File: config.mk
export PLATFORM = sky130hd
export DESIGN_NAME = sdram_refresh_sched
export DESIGN_NICKNAME = d
export VERILOG_FILES = /design/src/rtl/rfs_pkg.sv /design/src/rtl/rfs_interval_timer.sv /design/src/rtl/rfs_debt_counter.sv /design/src/rtl/rfs_hold_timer.sv /design/src/rtl/sdram_refresh_sched.sv
export SDC_FILE = /design/constraint.sdc
export NUM_CORES = 1
export LEC_CHECK = 0
export BUFFER_PORTS_ARGS = -buffer_cell sky130_fd_sc_hd__clkbuf_2
export CORE_MARGIN = 5
export CORE_UTILIZATION = 40
export CTS_CLUSTER_SIZE = 14
export DETAILED_ROUTE_END_ITERATION = 8
export GPL_TIMING_DRIVEN = 0
export SLEW_MARGIN = 20
export SYNTH_ARGS = -nofsm -noshare
export SYNTH_HDL_FRONTEND = slang
export SYNTH_HIERARCHICAL = 1
export SYNTH_SLANG_ARGS = --single-unit
File: constraint.sdc
create_clock -name clk_i -period 7.13 [get_ports clk_i]
set_clock_uncertainty 0.2 [all_clocks]
set_input_delay 1.426 -clock clk_i [delete_from_list [all_inputs] [get_ports clk_i]]
set_output_delay 1.426 -clock clk_i [all_outputs]
set_load 0.005 [all_outputs]
File: src/rtl/rfs_pkg.sv
package rfs_pkg;
  typedef enum logic {ST_RUN = 1'b0, ST_SELF = 1'b1} sr_state_e;

  function automatic logic [3:0] pasr_mask(input logic [1:0] code);
    case (code)
      2'b01:   return 4'b0011;
      2'b10:   return 4'b0001;
      default: return 4'b1111;
    endcase
  endfunction
endpackage

File: src/rtl/rfs_interval_timer.sv
module rfs_interval_timer #(
  parameter int unsigned NORM_CYC = 1562,
  parameter int unsigned FAST_CYC = 390,
  parameter int unsigned CNT_W    = 11
) (
  input  logic clk_i,
  input  logic rst_ni,
  input  logic run_i,
  input  logic restart_i,
  input  logic fast_i,
  output logic tick_o
);
  localparam logic [CNT_W-1:0] NORM_LAST = CNT_W'(NORM_CYC - 1);
  localparam logic [CNT_W-1:0] FAST_LAST = CNT_W'(FAST_CYC - 1);

  logic [CNT_W-1:0] cnt_q, last;

  assign last   = fast_i ? FAST_LAST : NORM_LAST;
  // >= so a switch to the short period never overshoots
  assign tick_o = run_i && (cnt_q >= last);

  always_ff @(posedge clk_i or negedge rst_ni) begin
    if (!rst_ni)        cnt_q <= '0;
    else if (restart_i) cnt_q <= '0;
    else if (run_i)     cnt_q <= tick_o ? '0 : cnt_q + 1'b1;
  end

  assert_cnt_bound_R1: assert property (@(posedge clk_i) disable iff (!rst_ni)
    cnt_q <= NORM_LAST);
  assert_restart_clears_R7: assert property (@(posedge clk_i) disable iff (!rst_ni)
    restart_i |=> !tick_o);
endmodule

File: src/rtl/rfs_debt_counter.sv
module rfs_debt_counter #(
  parameter int unsigned DEBT_MAX = 8,
  parameter int unsigned W        = 4
) (
  input  logic         clk_i,
  input  logic         rst_ni,
  input  logic         inc_i,
  input  logic         dec_i,
  input  logic         clr_i,
  input  logic         set_one_i,
  output logic [W-1:0] owed_o
);
  localparam logic [W-1:0] MAX_L = W'(DEBT_MAX);

  logic [W-1:0] owed_q;
  assign owed_o = owed_q;

  always_ff @(posedge clk_i or negedge rst_ni) begin
    if (!rst_ni)                                owed_q <= '0;
    else if (clr_i)                             owed_q <= '0;
    else if (set_one_i)                         owed_q <= W'(1);
    else if (inc_i && !dec_i && owed_q != MAX_L) owed_q <= owed_q + 1'b1;
    else if (dec_i && !inc_i)                   owed_q <= owed_q - 1'b1;
  end

  assert_owed_cap_R4: assert property (@(posedge clk_i) disable iff (!rst_ni)
    owed_q <= MAX_L);
  assert_sat_hold_R4: assert property (@(posedge clk_i) disable iff (!rst_ni)
    (inc_i && !dec_i && !clr_i && !set_one_i && owed_q == MAX_L) |=> owed_q == MAX_L);
  assert_no_underflow_R3: assert property (@(posedge clk_i) disable iff (!rst_ni)
    dec_i |-> owed_q != '0);
  assert_tick_grant_R10: assert property (@(posedge clk_i) disable iff (!rst_ni)
    (inc_i && dec_i && !clr_i && !set_one_i) |=> $stable(owed_q));
endmodule

File: src/rtl/rfs_hold_timer.sv
module rfs_hold_timer #(
  parameter int unsigned CYC = 7,
  parameter int unsigned W   = 3
) (
  input  logic clk_i,
  input  logic rst_ni,
  input  logic load_i,
  output logic active_o
);
  localparam logic [W-1:0] CYC_L = W'(CYC);

  logic [W-1:0] cnt_q;
  assign active_o = (cnt_q != '0);

  always_ff @(posedge clk_i or negedge rst_ni) begin
    if (!rst_ni)       cnt_q <= '0;
    else if (load_i)   cnt_q <= CYC_L;
    else if (active_o) cnt_q <= cnt_q - 1'b1;
  end

  assert_load_when_quiet_R5: assert property (@(posedge clk_i) disable iff (!rst_ni)
    load_i |-> !active_o);
endmodule

File: src/rtl/sdram_refresh_sched.sv
module sdram_refresh_sched #(
  parameter int unsigned CLK_MHZ  = 100,
  parameter int unsigned DEBT_MAX = 8,
  parameter int unsigned REC_CYC  = 7
) (
  input  logic                          clk_i,
  input  logic                          rst_ni,
  input  logic                          fast_period_i,
  input  logic                          busy_i,
  input  logic                          banks_idle_i,
  input  logic                          sr_req_i,
  input  logic [1:0]                    pasr_cfg_i,
  output logic                          ref_req_o,
  output logic                          ref_cmd_o,
  output logic                          sr_cmd_o,
  output logic                          cke_o,
  output logic                          in_refresh_o,
  output logic [$clog2(DEBT_MAX+1)-1:0] owed_o,
  output logic [3:0]                    pasr_o
);
  import rfs_pkg::*;

  localparam int unsigned NORM_CYC = (CLK_MHZ * 15625) / 1000;
  localparam int unsigned FAST_CYC = NORM_CYC / 4;
  localparam int unsigned CNT_W    = $clog2(NORM_CYC + 1);
  localparam int unsigned OWED_W   = $clog2(DEBT_MAX + 1);
  localparam int unsigned HOLD_W   = $clog2(REC_CYC + 1);

  sr_state_e         st_q;
  logic              cke_q, cmd_q, srcmd_q;
  logic [3:0]        pasr_q;
  logic              tick, hold_active, bus_free, enter, leave, grant;
  logic [OWED_W-1:0] owed;

  assign bus_free = (st_q == ST_RUN) && !hold_active && !busy_i && banks_idle_i;
  assign enter    = bus_free && sr_req_i;
  assign leave    = (st_q == ST_SELF) && !sr_req_i;
  assign grant    = bus_free && !sr_req_i && (owed != '0);

  rfs_interval_timer #(.NORM_CYC(NORM_CYC), .FAST_CYC(FAST_CYC), .CNT_W(CNT_W)) u_timer (
    .clk_i, .rst_ni,
    .run_i(st_q == ST_RUN), .restart_i(leave), .fast_i(fast_period_i), .tick_o(tick)
  );

  rfs_debt_counter #(.DEBT_MAX(DEBT_MAX), .W(OWED_W)) u_debt (
    .clk_i, .rst_ni,
    .inc_i(tick), .dec_i(grant), .clr_i(enter), .set_one_i(leave), .owed_o(owed)
  );

  rfs_hold_timer #(.CYC(REC_CYC), .W(HOLD_W)) u_hold (
    .clk_i, .rst_ni, .load_i(grant || leave), .active_o(hold_active)
  );

  always_ff @(posedge clk_i or negedge rst_ni) begin
    if (!rst_ni) begin
      st_q    <= ST_RUN;
      cke_q   <= 1'b1;
      cmd_q   <= 1'b0;
      srcmd_q <= 1'b0;
      pasr_q  <= 4'b1111;
    end else begin
      cmd_q   <= grant;
      srcmd_q <= enter;
      if (enter) begin
        st_q   <= ST_SELF;
        cke_q  <= 1'b0;
        pasr_q <= pasr_mask(pasr_cfg_i);
      end else if (leave) begin
        st_q  <= ST_RUN;
        cke_q <= 1'b1;
      end
    end
  end

  assign ref_req_o    = (owed != '0) && (st_q == ST_RUN);
  assign ref_cmd_o    = cmd_q;
  assign sr_cmd_o     = srcmd_q;
  assign cke_o        = cke_q;
  assign in_refresh_o = hold_active;
  assign owed_o       = owed;
  assign pasr_o       = pasr_q;

  assert_grant_idle_R3: assert property (@(posedge clk_i) disable iff (!rst_ni)
    ref_cmd_o |-> $past(banks_idle_i && !busy_i && !sr_req_i));
  assert_ref_opens_window_R5: assert property (@(posedge clk_i) disable iff (!rst_ni)
    ref_cmd_o |-> in_refresh_o);
  assert_window_quiet_R5: assert property (@(posedge clk_i) disable iff (!rst_ni)
    ref_cmd_o |=> !ref_cmd_o && !sr_cmd_o);
  assert_no_ref_in_self_R6: assert property (@(posedge clk_i) disable iff (!rst_ni)
    !cke_o |-> !ref_cmd_o && !ref_req_o);
  assert_cke_fall_cmd_R6: assert property (@(posedge clk_i) disable iff (!rst_ni)
    $fell(cke_o) |-> sr_cmd_o);
  assert_catchup_R7: assert property (@(posedge clk_i) disable iff (!rst_ni)
    $rose(cke_o) |-> ref_req_o && in_refresh_o);
  assert_pasr_hold_R8: assert property (@(posedge clk_i) disable iff (!rst_ni)
    (!cke_o && $past(!cke_o)) |-> $stable(pasr_o));
endmodule

==> impl_metrics.env, run 1 <==
export IMPL_detail_route_wirelength_um=3680
export IMPL_hpwlAfterDp_um=2720
export IMPL_vias=1375
export IMPL_first_global_vias=1412
export IMPL_cts_tree="done"
export IMPL_synth_cell_types=50
export IMPL_worst_path_stages=16
export IMPL_fin_util_pct=47.3
export IMPL_die_w_um=74.5
export IMPL_final_net_count=217
export IMPL_cts_setup_buffers=0
export IMPL_leakagePower_nw=0.883
export IMPL_synth_xor_area_share_pct=1.05
export IMPL_portBuffers=19
export IMPL_power_per_cell_area_nw_per_um2=371
export IMPL_critPathTopFamily="compound AO/OA/AOI/OAI gates"
export IMPL_final_setup_viol_count=0
export IMPL_placement_rows=23
export IMPL_global_route_overflow_total=0
export IMPL_achievable_frequency_ghz=0.221
export IMPL_slowest_delay_ps=300
export IMPL_edff_count_synth=0
export IMPL_floorplan_initialDensity_pct=41.5
export IMPL_wl_per_cell_um=15.1
export IMPL_grt_util_all_layers_pct=14.4
export IMPL_area_delta_synth_final_pct=13.8
export IMPL_cts_buffer_depth=2
export IMPL_rsz0062_at_grt="no"
export IMPL_drc_violations=0
export IMPL_synth_adder_area_share_pct=11.7
export IMPL_ctsHtreeMaxLevel=1
export IMPL_timing_critical_path_cells="clkbuf_2, inv_1, ha_1, o211ai_1, o21a_2, o211a_1, buf_2, nor2_1, nand2b_1, nor2_1, inv_1, ha_1, a21o_2, a21oi_1, a2111oi_0, nand3b_1"
export IMPL_final_fill_count=391
export IMPL_worst_skew_pair_late_latency_ps=270
export IMPL_core_area_um2=4000
export IMPL_setup_worst_path_start_class="input pin"
export IMPL_synth_compound_gate_area_share_pct=15.1
export IMPL_proportion_of_register_bits_with_asynchronous_set_or_reset_after_synthesis_pct=100
export IMPL_synth_seq_cells=24
export IMPL_finalHoldViolCount=0
export IMPL_min_path_type="flip-flop to flip-flop"
export IMPL_cts_hold_repair_buffers=0
export IMPL_grt_pass1_wl_um=6400
export IMPL_run_status="complete, no violations"
export IMPL_synth_net_count=193
export IMPL_maxSlewViolCount=0
export IMPL_ctsRootBufferMaster="sky130_fd_sc_hd__clkbuf_8"
export IMPL_post_layout_nonfiller_instances=243
export IMPL_holdPathStages=2
export IMPL_crit_arrival_ps=4480
export IMPL_drt_vias_per_instance=5.66
export IMPL_tns_ps=0
export IMPL_critical_path_n_buffers_inverters=4
export IMPL_drtIter0Drc=120
export IMPL_maximum_number_of_pins_on_one_net_before_global_route_repair=25
export IMPL_floorplan_io_pins=21
export IMPL_crit_path_end_kind="flip-flop"
export IMPL_dominant_combinational_cell_family_by_area_after_synthesis="simple AND/OR/NAND/NOR gates"
export IMPL_placedCellCount=239
export IMPL_yosys_top_cells_area="sky130_fd_sc_hd__dfrtp_1 (32%), sky130_fd_sc_hd__ha_1 (11%), sky130_fd_sc_hd__dfstp_2 (4.7%), sky130_fd_sc_hd__mux2i_1 (3.6%), sky130_fd_sc_hd__inv_1 (3.2%)"
export IMPL_drtAntennaViolNets=0
export IMPL_synth_top_area_share_pct=31.6
export IMPL_die_h_um=74.5
export IMPL_layout_worst_path_cycle_share_pct=63.5
export IMPL_synth_cells=170
export IMPL_post_synth_top_area_cell="sky130_fd_sc_hd__dfrtp_1"
export IMPL_antenna_violations_before_repair=0
export IMPL_drt_pre_antenna_iters=4
export IMPL_cp_slowest_cell="sky130_fd_sc_hd__a21oi_1"
export IMPL_synthFlopType="sky130_fd_sc_hd__dfrtp_1"
export IMPL_numCtsBuffers=3
export IMPL_post_cts_resized_instances=0
export IMPL_maxSlewHeadroom_pct=47.4
export IMPL_finalCriticalPeriod_ps=4530
export IMPL_layout_cells_most_common_list="sky130_fd_sc_hd__dfrtp_1 (21), sky130_fd_sc_hd__clkbuf_2 (19), sky130_fd_sc_hd__inv_1 (14), sky130_fd_sc_hd__nor2_1 (14), sky130_fd_sc_hd__ha_1 (14)"
export IMPL_critical_path_peak_fanout=10
export IMPL_post_synth_cell_area_avg_um2=9.77
export IMPL_cts_reportedPaths_clkPinSlew_ps=90
export IMPL_synth_cell_area_um2=1660
export IMPL_maxCapViolations=0
export IMPL_criticalPathCategory="input pin to flip-flop"
export IMPL_place_congestion=0.858
export IMPL_fp_dieArea_um2=5540
export IMPL_drive_gt1_share_pct=21.8
export IMPL_antenna_cells=0
export IMPL_tightest_slew_ps=787
export IMPL_numClockSinks=24
export IMPL_required_ps=7080
export IMPL_reg2reg_depth=14
export IMPL_seq_area_frac_synth_pct=36.4
export IMPL_synth_mux_area_fraction_pct=4.52
export IMPL_synth_simple_area_share_pct=26.2
export IMPL_ir_drop_mv=0.154
export IMPL_layout_commonest_cell="sky130_fd_sc_hd__dfrtp_1"
export IMPL_synthesis_yosys_warnings=6
-- final timing paths --
kind / startpoint / slack [ps] / endpoint
max: fast_period_i / 2600 / u_debt/owed_o[3]$_DFFE_PN0P_
min: pasr_o[1]$_DFFE_PN1P_ / 270 / pasr_o[1]$_DFFE_PN1P_
min in group asynchronous: rst_ni / 960 / u_timer/cnt_q[0]$_DFFE_PN0P_
max in group asynchronous: rst_ni / 5370 / u_timer/cnt_q[7]$_DFFE_PN0P_
min reg2reg: pasr_o[1]$_DFFE_PN1P_ / 270 / pasr_o[1]$_DFFE_PN1P_
max reg2reg: u_timer/cnt_q[4]$_DFFE_PN0P_ / 3480 / u_debt/owed_o[3]$_DFFE_PN0P_
-- final cells by class --
cell class	count	area [um2]	share of cell area, %
plain buffers	5	27.5	1.46
clock buffers	3	41.3	2.18
clock inverters	1	30.0	1.59
inverters	14	52.6	2.78
multi-input cells	127	977	51.7
flip-flops and latches	24	604	32.0
well taps	50	62.6	3.31
repair buffers	19	95.1	5.03
-- power breakdown --
part,internal (W),switching (W),leakage (nW)
logic,0.000162,0.000154,0.546
clock network,0.0000751,0.0000454,0.0357
registers,0.000191,0.0000733,0.301
total,0.000429,0.000273,0.883
-- state kept, by name, indices dropped and copies added, names as in the netlist --
name / flops
pasr_o: 2
u_debt/owed_o: 4
st_q: 1
ref_cmd_o: 1
sr_cmd_o: 1
cke_o: 1
u_hold/cnt_q: 3
u_timer/cnt_q: 11
-- worst register-to-register path, cell delays in order, from the launching register on --
cell and delay [ps]:
sky130_fd_sc_hd__dfrtp_1 440, sky130_fd_sc_hd__ha_1 350, sky130_fd_sc_hd__o211ai_1 100, sky130_fd_sc_hd__o21a_2 240
sky130_fd_sc_hd__o211a_1 220, sky130_fd_sc_hd__buf_2 180, sky130_fd_sc_hd__nor2_1 200, sky130_fd_sc_hd__nand2b_1 150
sky130_fd_sc_hd__nor2_1 210, sky130_fd_sc_hd__inv_1 90, sky130_fd_sc_hd__ha_1 280, sky130_fd_sc_hd__a21o_2 220
sky130_fd_sc_hd__a21oi_1 300, sky130_fd_sc_hd__a2111oi_0 160, sky130_fd_sc_hd__nand3b_1 210
-- per-layer routing --
metal  part of all wire, %  global-route usage (%)  vias to the layer above
met4                   1.4                    6.13                        0
met3                   2.5                    1.08                        6
met5                     0                       0                        -
met1                    46                    18.7                      671
met2                    50                    24.7                       27
li1                      -                       -                      671
-- synthesized netlist by cell type (all sizes together) (2+ instances only) --
master,n
nor2b,3
buf,3
a221o,2
inv,14
nor4,6
a2111oi,3
nor3,3
a31oi,2
or4,2
nand3b,2
nor3b,2
nor2,14
or3,2
dfstp,3
o21ai,3
nor4b,5
a21o,3
xnor2,2
mux2i,6
clkbuf,2
ha,14
nand4b,4
nand3,7
o211ai,2
a21oi,8
dfrtp,21
o21a,2
nand2b,4
nand4,3
nand2,14
-- metrics by stage --
step / setup WS (ps) / instance area, um2 / hold WS, ps / total power, W
after floorplan: 2910 / 1660 / 257 / 0.000490
after global placement: 2510 / 1820 / 256 / 0.000561
after detailed placement: 2350 / 1820 / 262 / 0.000582
after CTS: 2610 / 1890 / 276 / 0.000707
after global routing: 2330 / 1890 / 308 / 0.000761
final: 2600 / 1890 / 275 / 0.000701
-- cells by family (layout without fill, tap and decap cells) --
family,count (synthesis),count (layout)
DFF,24,24
AOI/OAI and AO/OA,30,30
xor gates and xnor gates,2,2
buffers and inverters,19,42
adders and majority gates,15,15
and+or+nand+nor,72,72
other,1,1
muxes,7,7
Power figures use the tool's default switching activity.
==> inputs of run 2 (changes only) <==
ABC_AREA = 1   (was unset)
clock period = 4.6 ns   (was 7.13 ns; I/O delays follow)
==> run 2 against run 1 <==
Effect of this change:
- utilization is 1.7 points lower
- total power increased by 41%
- via count is 9.3% higher
- worst hold slack got worse by 8.9 ps
- first-iteration DRC count down 38%
- highest routed layer unchanged
==> impl_metrics.env, run 2 <==
export IMPL_run_status="complete, no violations"
export IMPL_layout_cells_most_common_list="sky130_fd_sc_hd__nand2_1 (78), sky130_fd_sc_hd__inv_1 (37), sky130_fd_sc_hd__nor2_1 (29), sky130_fd_sc_hd__dfrtp_1 (21), sky130_fd_sc_hd__nand3_1 (20)"
export IMPL_drtIter0Drc=74
export IMPL_worst_skew_pair_late_latency_ps=260
export IMPL_p_int_w=0.000564
export IMPL_antenna_violations_before_repair=0
export IMPL_crit_path_end_kind="flip-flop"
export IMPL_first_global_vias=1464
export IMPL_critPathTopFamily="simple AND/OR/NAND/NOR gates"
export IMPL_power_frac_comb_pct=49.3
export IMPL_timing_critical_path_cells="clkbuf_2, inv_1, ha_1, nand3_1, nor2_2, nand3_1, nand3_1, nand2_2, buf_6, inv_1, inv_1, nor2_2, nand2_4, ha_1, nand2_1, nand2_1, nor2_1, nand3_1, nand3_1, nand2_1"
export IMPL_grt_pass1_wl_um=6100
export IMPL_most_frequent_cell_on_the_critical_path="sky130_fd_sc_hd__nand3_1"
export IMPL_finalHoldWorstSlack_ps=266
export IMPL_fin_area_um2=1970
export IMPL_wl_per_cell_um=10.3
export IMPL_required_ps=4570
export IMPL_area_delta_synth_final_pct=11.6
export IMPL_synth_top_area_share_pct=29.8
export IMPL_die_h_um=76.4
export IMPL_post_cts_resized_instances=0
export IMPL_clkPwrFrac_pct=12.7
export IMPL_slowest_delay_ps=330
export IMPL_detail_route_wirelength_um=3360
export IMPL_synth_cell_types=29
export IMPL_finalHoldViolCount=0
export IMPL_core_area_um2=4320
export IMPL_grtUsageMet2_pct=19.3
export IMPL_post_synth_cell_area_avg_um2=7.00
export IMPL_holdPathStages=2
export IMPL_cts_buffer_depth=2
export IMPL_ctsRootBufferMaster="sky130_fd_sc_hd__clkbuf_8"
export IMPL_achievable_frequency_ghz=0.292
export IMPL_fp_dieArea_um2=5840
export IMPL_dpl_instance_area_um2=1920
export IMPL_seq_area_frac_synth_pct=34.3
export IMPL_drtAntennaViolNets=0
export IMPL_drc_violations=0
export IMPL_numCtsBuffers=3
export IMPL_maxSlewViolCount=0
export IMPL_critical_path_n_buffers_inverters=5
export IMPL_power_net_switching_w=0.000425
export IMPL_seq_power_share_pct=38.0
export IMPL_synth_top_cells_by_count="sky130_fd_sc_hd__nand2_1 (78), sky130_fd_sc_hd__inv_1 (37), sky130_fd_sc_hd__nor2_1 (29), sky130_fd_sc_hd__dfrtp_1 (21), sky130_fd_sc_hd__nand3_1 (20)"
export IMPL_grt_met3_usage_pct=1.89
export IMPL_cts_hold_repair_buffers=0
export IMPL_floorplan_io_pins=21
export IMPL_finalCriticalPeriod_ps=3420
export IMPL_worst_path_stages=20
export IMPL_synth_cells=252
export IMPL_vias=1503
export IMPL_cts_reportedPaths_clkPinSlew_ps=80
export IMPL_die_w_um=76.4
export IMPL_edff_count_synth=0
export IMPL_ctsHtreeMaxLevel=1
export IMPL_post_synth_top_area_cell="sky130_fd_sc_hd__dfrtp_1"
export IMPL_met1_track_demand_over_resource_pct=17.0
export IMPL_cts_setup_buffers=0
export IMPL_cp_slowest_cell="sky130_fd_sc_hd__ha_1"
export IMPL_drt_pre_antenna_iters=4
export IMPL_largest_register="u_timer/cnt_q"
export IMPL_cts_tree="done"
export IMPL_numClockSinks=24
export IMPL_tns_ps=0
export IMPL_hpwlAfterDp_um=2640
export IMPL_maximum_number_of_pins_on_one_net_before_global_route_repair=25
export IMPL_final_net_count=299
export IMPL_synth_net_count=275
export IMPL_top_usage_layer="met2"
export IMPL_setup_worst_path_start_class="input pin"
export IMPL_grt_util_all_layers_pct=12.3
export IMPL_synth_seq_cells=24
export IMPL_placement_rows=24
export IMPL_synthFlopType="sky130_fd_sc_hd__dfrtp_1"
export IMPL_maxCapViolations=0
export IMPL_yosysMostFrequentCell="sky130_fd_sc_hd__nand2_1"
export IMPL_largest_register_ff_count=11
export IMPL_criticalPathCategory="input pin to flip-flop"
export IMPL_portBuffers=19
export IMPL_proportion_of_register_bits_with_asynchronous_set_or_reset_after_synthesis_pct=100
export IMPL_reg2reg_depth=18
export IMPL_place_congestion=0.821
export IMPL_total_power_w=0.000989
export IMPL_global_route_overflow_total=0
export IMPL_rsz0062_at_grt="no"
export IMPL_leakagePower_nw=1.15
export IMPL_drive_gt1_share_pct=18.5
export IMPL_maxSlewHeadroom_pct=59.2
export IMPL_tightest_slew_ps=612
export IMPL_antenna_cells=0
export IMPL_power_per_cell_area_nw_per_um2=502
export IMPL_drt_vias_per_instance=4.60
export IMPL_min_path_type="flip-flop to flip-flop"
export IMPL_layout_commonest_cell="sky130_fd_sc_hd__nand2_1"
export IMPL_crit_arrival_ps=3380
export IMPL_layout_worst_path_cycle_share_pct=74.3
export IMPL_critical_path_peak_fanout=10
export IMPL_floorplan_initialDensity_pct=40.8
export IMPL_synthesis_yosys_warnings=6
export IMPL_yosys_top_cells_area="sky130_fd_sc_hd__dfrtp_1 (30%), sky130_fd_sc_hd__nand2_1 (17%), sky130_fd_sc_hd__ha_1 (9.9%), sky130_fd_sc_hd__inv_1 (7.9%), sky130_fd_sc_hd__nor2_1 (6.2%)"
export IMPL_power_switching_share_pct=43.0
export IMPL_synth_cell_area_um2=1760
export IMPL_final_setup_viol_count=0
export IMPL_ir_drop_mv=0.260
run 2: cell types whose count changed after synthesis, moves of 6 or more:
cell	delta
sky130_fd_sc_hd__nor4_1	-6
sky130_fd_sc_hd__nand3_1	+13
sky130_fd_sc_hd__mux2i_1	-6
sky130_fd_sc_hd__nor2_1	+15
sky130_fd_sc_hd__nand2_1	+65
sky130_fd_sc_hd__nor2_2	+8
sky130_fd_sc_hd__inv_1	+23
run 2: layout make-up:
| type | instances | area (um2) |
|---|---|---|
| fill | 479 | 2350 |
| multi-input combinational | 183 | 971 |
| sequential | 24 | 604 |
| inverter | 41 | 154 |
| timing repair buffer | 19 | 95.1 |
| tap | 52 | 65.1 |
| clock buffer | 4 | 45.0 |
| buffer | 4 | 35.0 |
run 2: worst min-delay path: cells and delay by family, from the launching register on:
kind	cells	cell delay, ps
flip-flops	1	380
AND/OR/NAND/NOR	2	90
run 2: path summary, 6_finish.rpt:
path	end	slack, ps	start
max reg2reg	u_debt/owed_o[3]$_DFFE_PN0P_	1630	u_timer/cnt_q[8]$_DFFE_PN0P_
min	pasr_o[1]$_DFFE_PN1P_	270	pasr_o[1]$_DFFE_PN1P_
max	u_debt/owed_o[3]$_DFFE_PN0P_	1180	fast_period_i
min in group asynchronous	u_debt/owed_o[2]$_DFFE_PN0P_	450	rst_ni
max in group asynchronous	u_timer/cnt_q[1]$_DFFE_PN0P_	3350	rst_ni
min reg2reg	pasr_o[1]$_DFFE_PN1P_	270	pasr_o[1]$_DFFE_PN1P_
run 2: layer usage:
layer  vias to the layer above  share of wire [%]
met4                         0                1.7
met5                         -                  0
met1                       651                 52
met2                        30                 44
li1                        816                  -
met3                         6                2.6
run 2: logic make-up after synthesis:
kind of cell	synth area share (%)
XOR/XNOR	0.993
flip-flops	34.3
AO/OA/AOI/OAI	5.39
buffers and inverters	10.7
AND/OR/NAND/NOR	37.4
other	0.213
adder cells (fa/ha/maj)	11.1
run 2: power groups by stage:
stage / Sequential (W) / Clock, W / Combinational (W)
final: 0.000376 / 0.000126 / 0.000487
after global routing: 0.000391 / 0.000144 / 0.000571
after CTS: 0.000377 / 0.000134 / 0.000495
after detailed placement: 0.000380 / 0 / 0.000493
after global placement: 0.000380 / 0 / 0.000484
after floorplan: 0.000364 / 0 / 0.000377
run 2: metrics by stage:
| stage | util, % | cells | setup WS [ps] |
|---|---|---|---|
| after floorplan | - | 252 | 1390 |
| after global placement | 44.5 | 323 | 918 |
| after detailed placement | 44.5 | 323 | 894 |
| after CTS | 45.5 | 327 | 1170 |
| after global routing | 45.5 | 327 | 969 |
| final | 45.5 | 327 | 1180 |
==> inputs of run 3 (changes only) <==
ABC_AREA = 0   (was 1)
clock period = 2.83 ns   (was 4.6 ns; I/O delays follow)
==> run 3 against run 2 <==
Effect of this change:
- the flow now finishes with violations (setup timing)
- non-clock buffer count rose by 13
- clock-buffer cell count did not move
- final area rose by 10%
- critical path depth fell by 5
- global-route usage rose by 2.6 points
- worst hold slack got worse by 170 ps
- combinational power rose by 120%
- cell count fell by 22%
- total power rose by 100%
- utilization rose by 8.9 points
- sequential power rose by 78%
- via count fell by 4.9%
- critical path type unchanged
- critical endpoint unchanged
==> impl_metrics.env, run 3 (synthesis results as in run 1) <==
export IMPL_global_route_overflow_total=0
export IMPL_criticalPathCategory="input pin to flip-flop"
export IMPL_first_global_vias=1477
export IMPL_finalWorstSetupSlack_ps=-102
export IMPL_numCtsBuffers=3
export IMPL_fp_dieArea_um2=5540
export IMPL_area_delta_synth_final_pct=30.9
export IMPL_maximum_number_of_pins_on_one_net_before_global_route_repair=25
export IMPL_crit_path_end_kind="flip-flop"
export IMPL_ctsRootBufferMaster="sky130_fd_sc_hd__clkbuf_8"
export IMPL_floorplan_io_pins=21
export IMPL_finalCriticalPeriod_ps=2930
export IMPL_largest_register="u_timer/cnt_q"
export IMPL_die_w_um=74.5
export IMPL_achievable_frequency_ghz=0.341
export IMPL_cts_reportedPaths_clkPinSlew_ps=80
export IMPL_portBuffers=19
export IMPL_placement_rows=23
export IMPL_post_layout_nonfiller_instances=255
export IMPL_crit_arrival_ps=2880
export IMPL_setup_worst_path_start_class="input pin"
export IMPL_drt_vias_per_instance=5.61
export IMPL_required_ps=2780
export IMPL_grt_pass1_wl_um=6490
export IMPL_leakagePower_nw=0.953
export IMPL_maxSlewViolCount=0
export IMPL_wl_per_cell_um=15.4
export IMPL_layout_worst_path_cycle_share_pct=104
export IMPL_tightest_slew_ps=808
export IMPL_final_setup_viol_count=1
export IMPL_run_status="finished, violations left"
export IMPL_hpwlAfterDp_um=2720
export IMPL_vias=1430
export IMPL_floorplan_initialDensity_pct=41.5
export IMPL_numClockSinks=24
export IMPL_maxSlewHeadroom_pct=45.9
export IMPL_place_congestion=0.842
export IMPL_drive_gt1_share_pct=37.6
export IMPL_antenna_cells=0
export IMPL_detail_route_wirelength_um=3930
export IMPL_cts_buffer_depth=2
export IMPL_ir_drop_mv=0.481
export IMPL_power_per_cell_area_nw_per_um2=912
export IMPL_drtAntennaViolNets=0
export IMPL_maxCapViolations=0
export IMPL_drtIter0Drc=77
export IMPL_antenna_violations_before_repair=0
export IMPL_critical_path_peak_fanout=5
export IMPL_cts_hold_repair_buffers=0
export IMPL_ctsHtreeMaxLevel=1
export IMPL_die_h_um=74.5
export IMPL_layout_cells_most_common_list="sky130_fd_sc_hd__clkbuf_2 (18), sky130_fd_sc_hd__dfrtp_1 (17), sky130_fd_sc_hd__buf_4 (15), sky130_fd_sc_hd__nand2_1 (13)"
export IMPL_cts_tree="done"
export IMPL_min_path_type="input pin to async pin"
export IMPL_finalHoldViolCount=0
export IMPL_violations="setup timing"
export IMPL_rsz0062_at_grt="yes"
export IMPL_drt_pre_antenna_iters=4
export IMPL_grt_util_all_layers_pct=14.9
export IMPL_drc_violations=0
export IMPL_layout_commonest_cell="sky130_fd_sc_hd__clkbuf_2"
export IMPL_total_power_w=0.00198
export IMPL_placedCellCount=239
export IMPL_largest_register_ff_count=11
export IMPL_worst_skew_pair_late_latency_ps=260
export IMPL_core_area_um2=4000
export IMPL_final_net_count=229
==> run 3: changes by cell type in the layout (fill, tap and decap cells not counted), moves of 6 or more <==
cell and delta:
sky130_fd_sc_hd__buf_4 +13, sky130_fd_sc_hd__ha_1 -7, sky130_fd_sc_hd__ha_4 +7, sky130_fd_sc_hd__inv_1 -25
sky130_fd_sc_hd__mux2i_1 +6, sky130_fd_sc_hd__nand2_1 -65, sky130_fd_sc_hd__nand3_1 -14, sky130_fd_sc_hd__nor2_1 -17
sky130_fd_sc_hd__nor2_2 -8
==> run 3: report_power, final <==
group	leakage, nW	internal (W)	switching (W)	total (W)
combinational	0.628	0.000590	0.000492	0.00108
clock	0.0288	0.000124	0.000110	0.000234
sequential	0.296	0.000485	0.000183	0.000668
==> run 3: critical path, stage by stage <==
cell,delay [ps]
sky130_fd_sc_hd__clkbuf_16,130
sky130_fd_sc_hd__inv_6,40
sky130_fd_sc_hd__ha_4,250
sky130_fd_sc_hd__o211ai_1,80
sky130_fd_sc_hd__o21a_2,230
sky130_fd_sc_hd__o211a_4,250
sky130_fd_sc_hd__nor2_4,140
sky130_fd_sc_hd__nand2b_4,80
sky130_fd_sc_hd__nor2_4,100
sky130_fd_sc_hd__inv_2,60
sky130_fd_sc_hd__ha_4,210
sky130_fd_sc_hd__a21o_4,200
sky130_fd_sc_hd__a21oi_4,180
sky130_fd_sc_hd__mux2i_1,250
sky130_fd_sc_hd__nand3b_1,100
==> run 3: path summary, 6_finish.rpt <==
kind | from | endpoint | slack [ps] | depth (start not counted)
worst max register to register | u_timer/cnt_q[4]$_DFFE_PN0P_ | u_debt/owed_o[3]$_DFFE_PN0P_ | -80 | 13
worst min register to register | pasr_o[1]$_DFFE_PN1P_ | pasr_o[1]$_DFFE_PN1P_ | 280 | 2
max in group asynchronous | rst_ni | u_timer/cnt_q[7]$_DFFE_PN0P_ | 1900 | 1
worst min-delay path | rst_ni | u_hold/cnt_q[0]$_DFFE_PN0P_ | 100 | 1
worst max-delay path | fast_period_i | u_debt/owed_o[3]$_DFFE_PN0P_ | -100 | 15
min in group clk_i | pasr_o[1]$_DFFE_PN1P_ | pasr_o[1]$_DFFE_PN1P_ | 280 | 2
==> run 3: per-layer routing <==
metal | share of wire, % | vias up | track usage (%)
li1 | - | 696 | -
met1 | 45 | 698 | 18.4
met2 | 50 | 31 | 26.1
met3 | 4.2 | 5 | 2.57
met4 | 1.0 | 0 | 5.14
met5 | 0 | - | 0
==> run 3: per-stage QoR <==
stage | hold slack (ps) | util (%) | instance area (um2) | TNS (ps) | worst slack (ps)
after detailed placement | 262 | 47.3 | 1890 | -1550 | -635
after global placement | 258 | 47.3 | 1890 | -1070 | -486
after global routing | 147 | 54.4 | 2180 | -188 | -112
after CTS | 119 | 51.9 | 2080 | -185 | -114
final | 97.4 | 54.4 | 2180 | -102 | -102
after floorplan | 70.4 | - | 1730 | -136 | -136
==> run 3: layout make-up <==
class	instances	area (um2)
Buffer	4	22.5
Timing Repair Buffer	32	213
Sequential cell	24	609
Multi-Input combinational cell	127	1160
Inverter	14	57.6
Fill cell	346	1820
Tap cell	50	62.6
Clock buffer	4	55.1
==> run 3: repair_timing <==
action / 4_1_cts / 5_1_grt
gates cloned: 0 / 0
resized for setup: 10 / 14
pin swaps: 6 / 10
buffers inserted: 9 / 4
setup endpoints to repair: 3 / 3
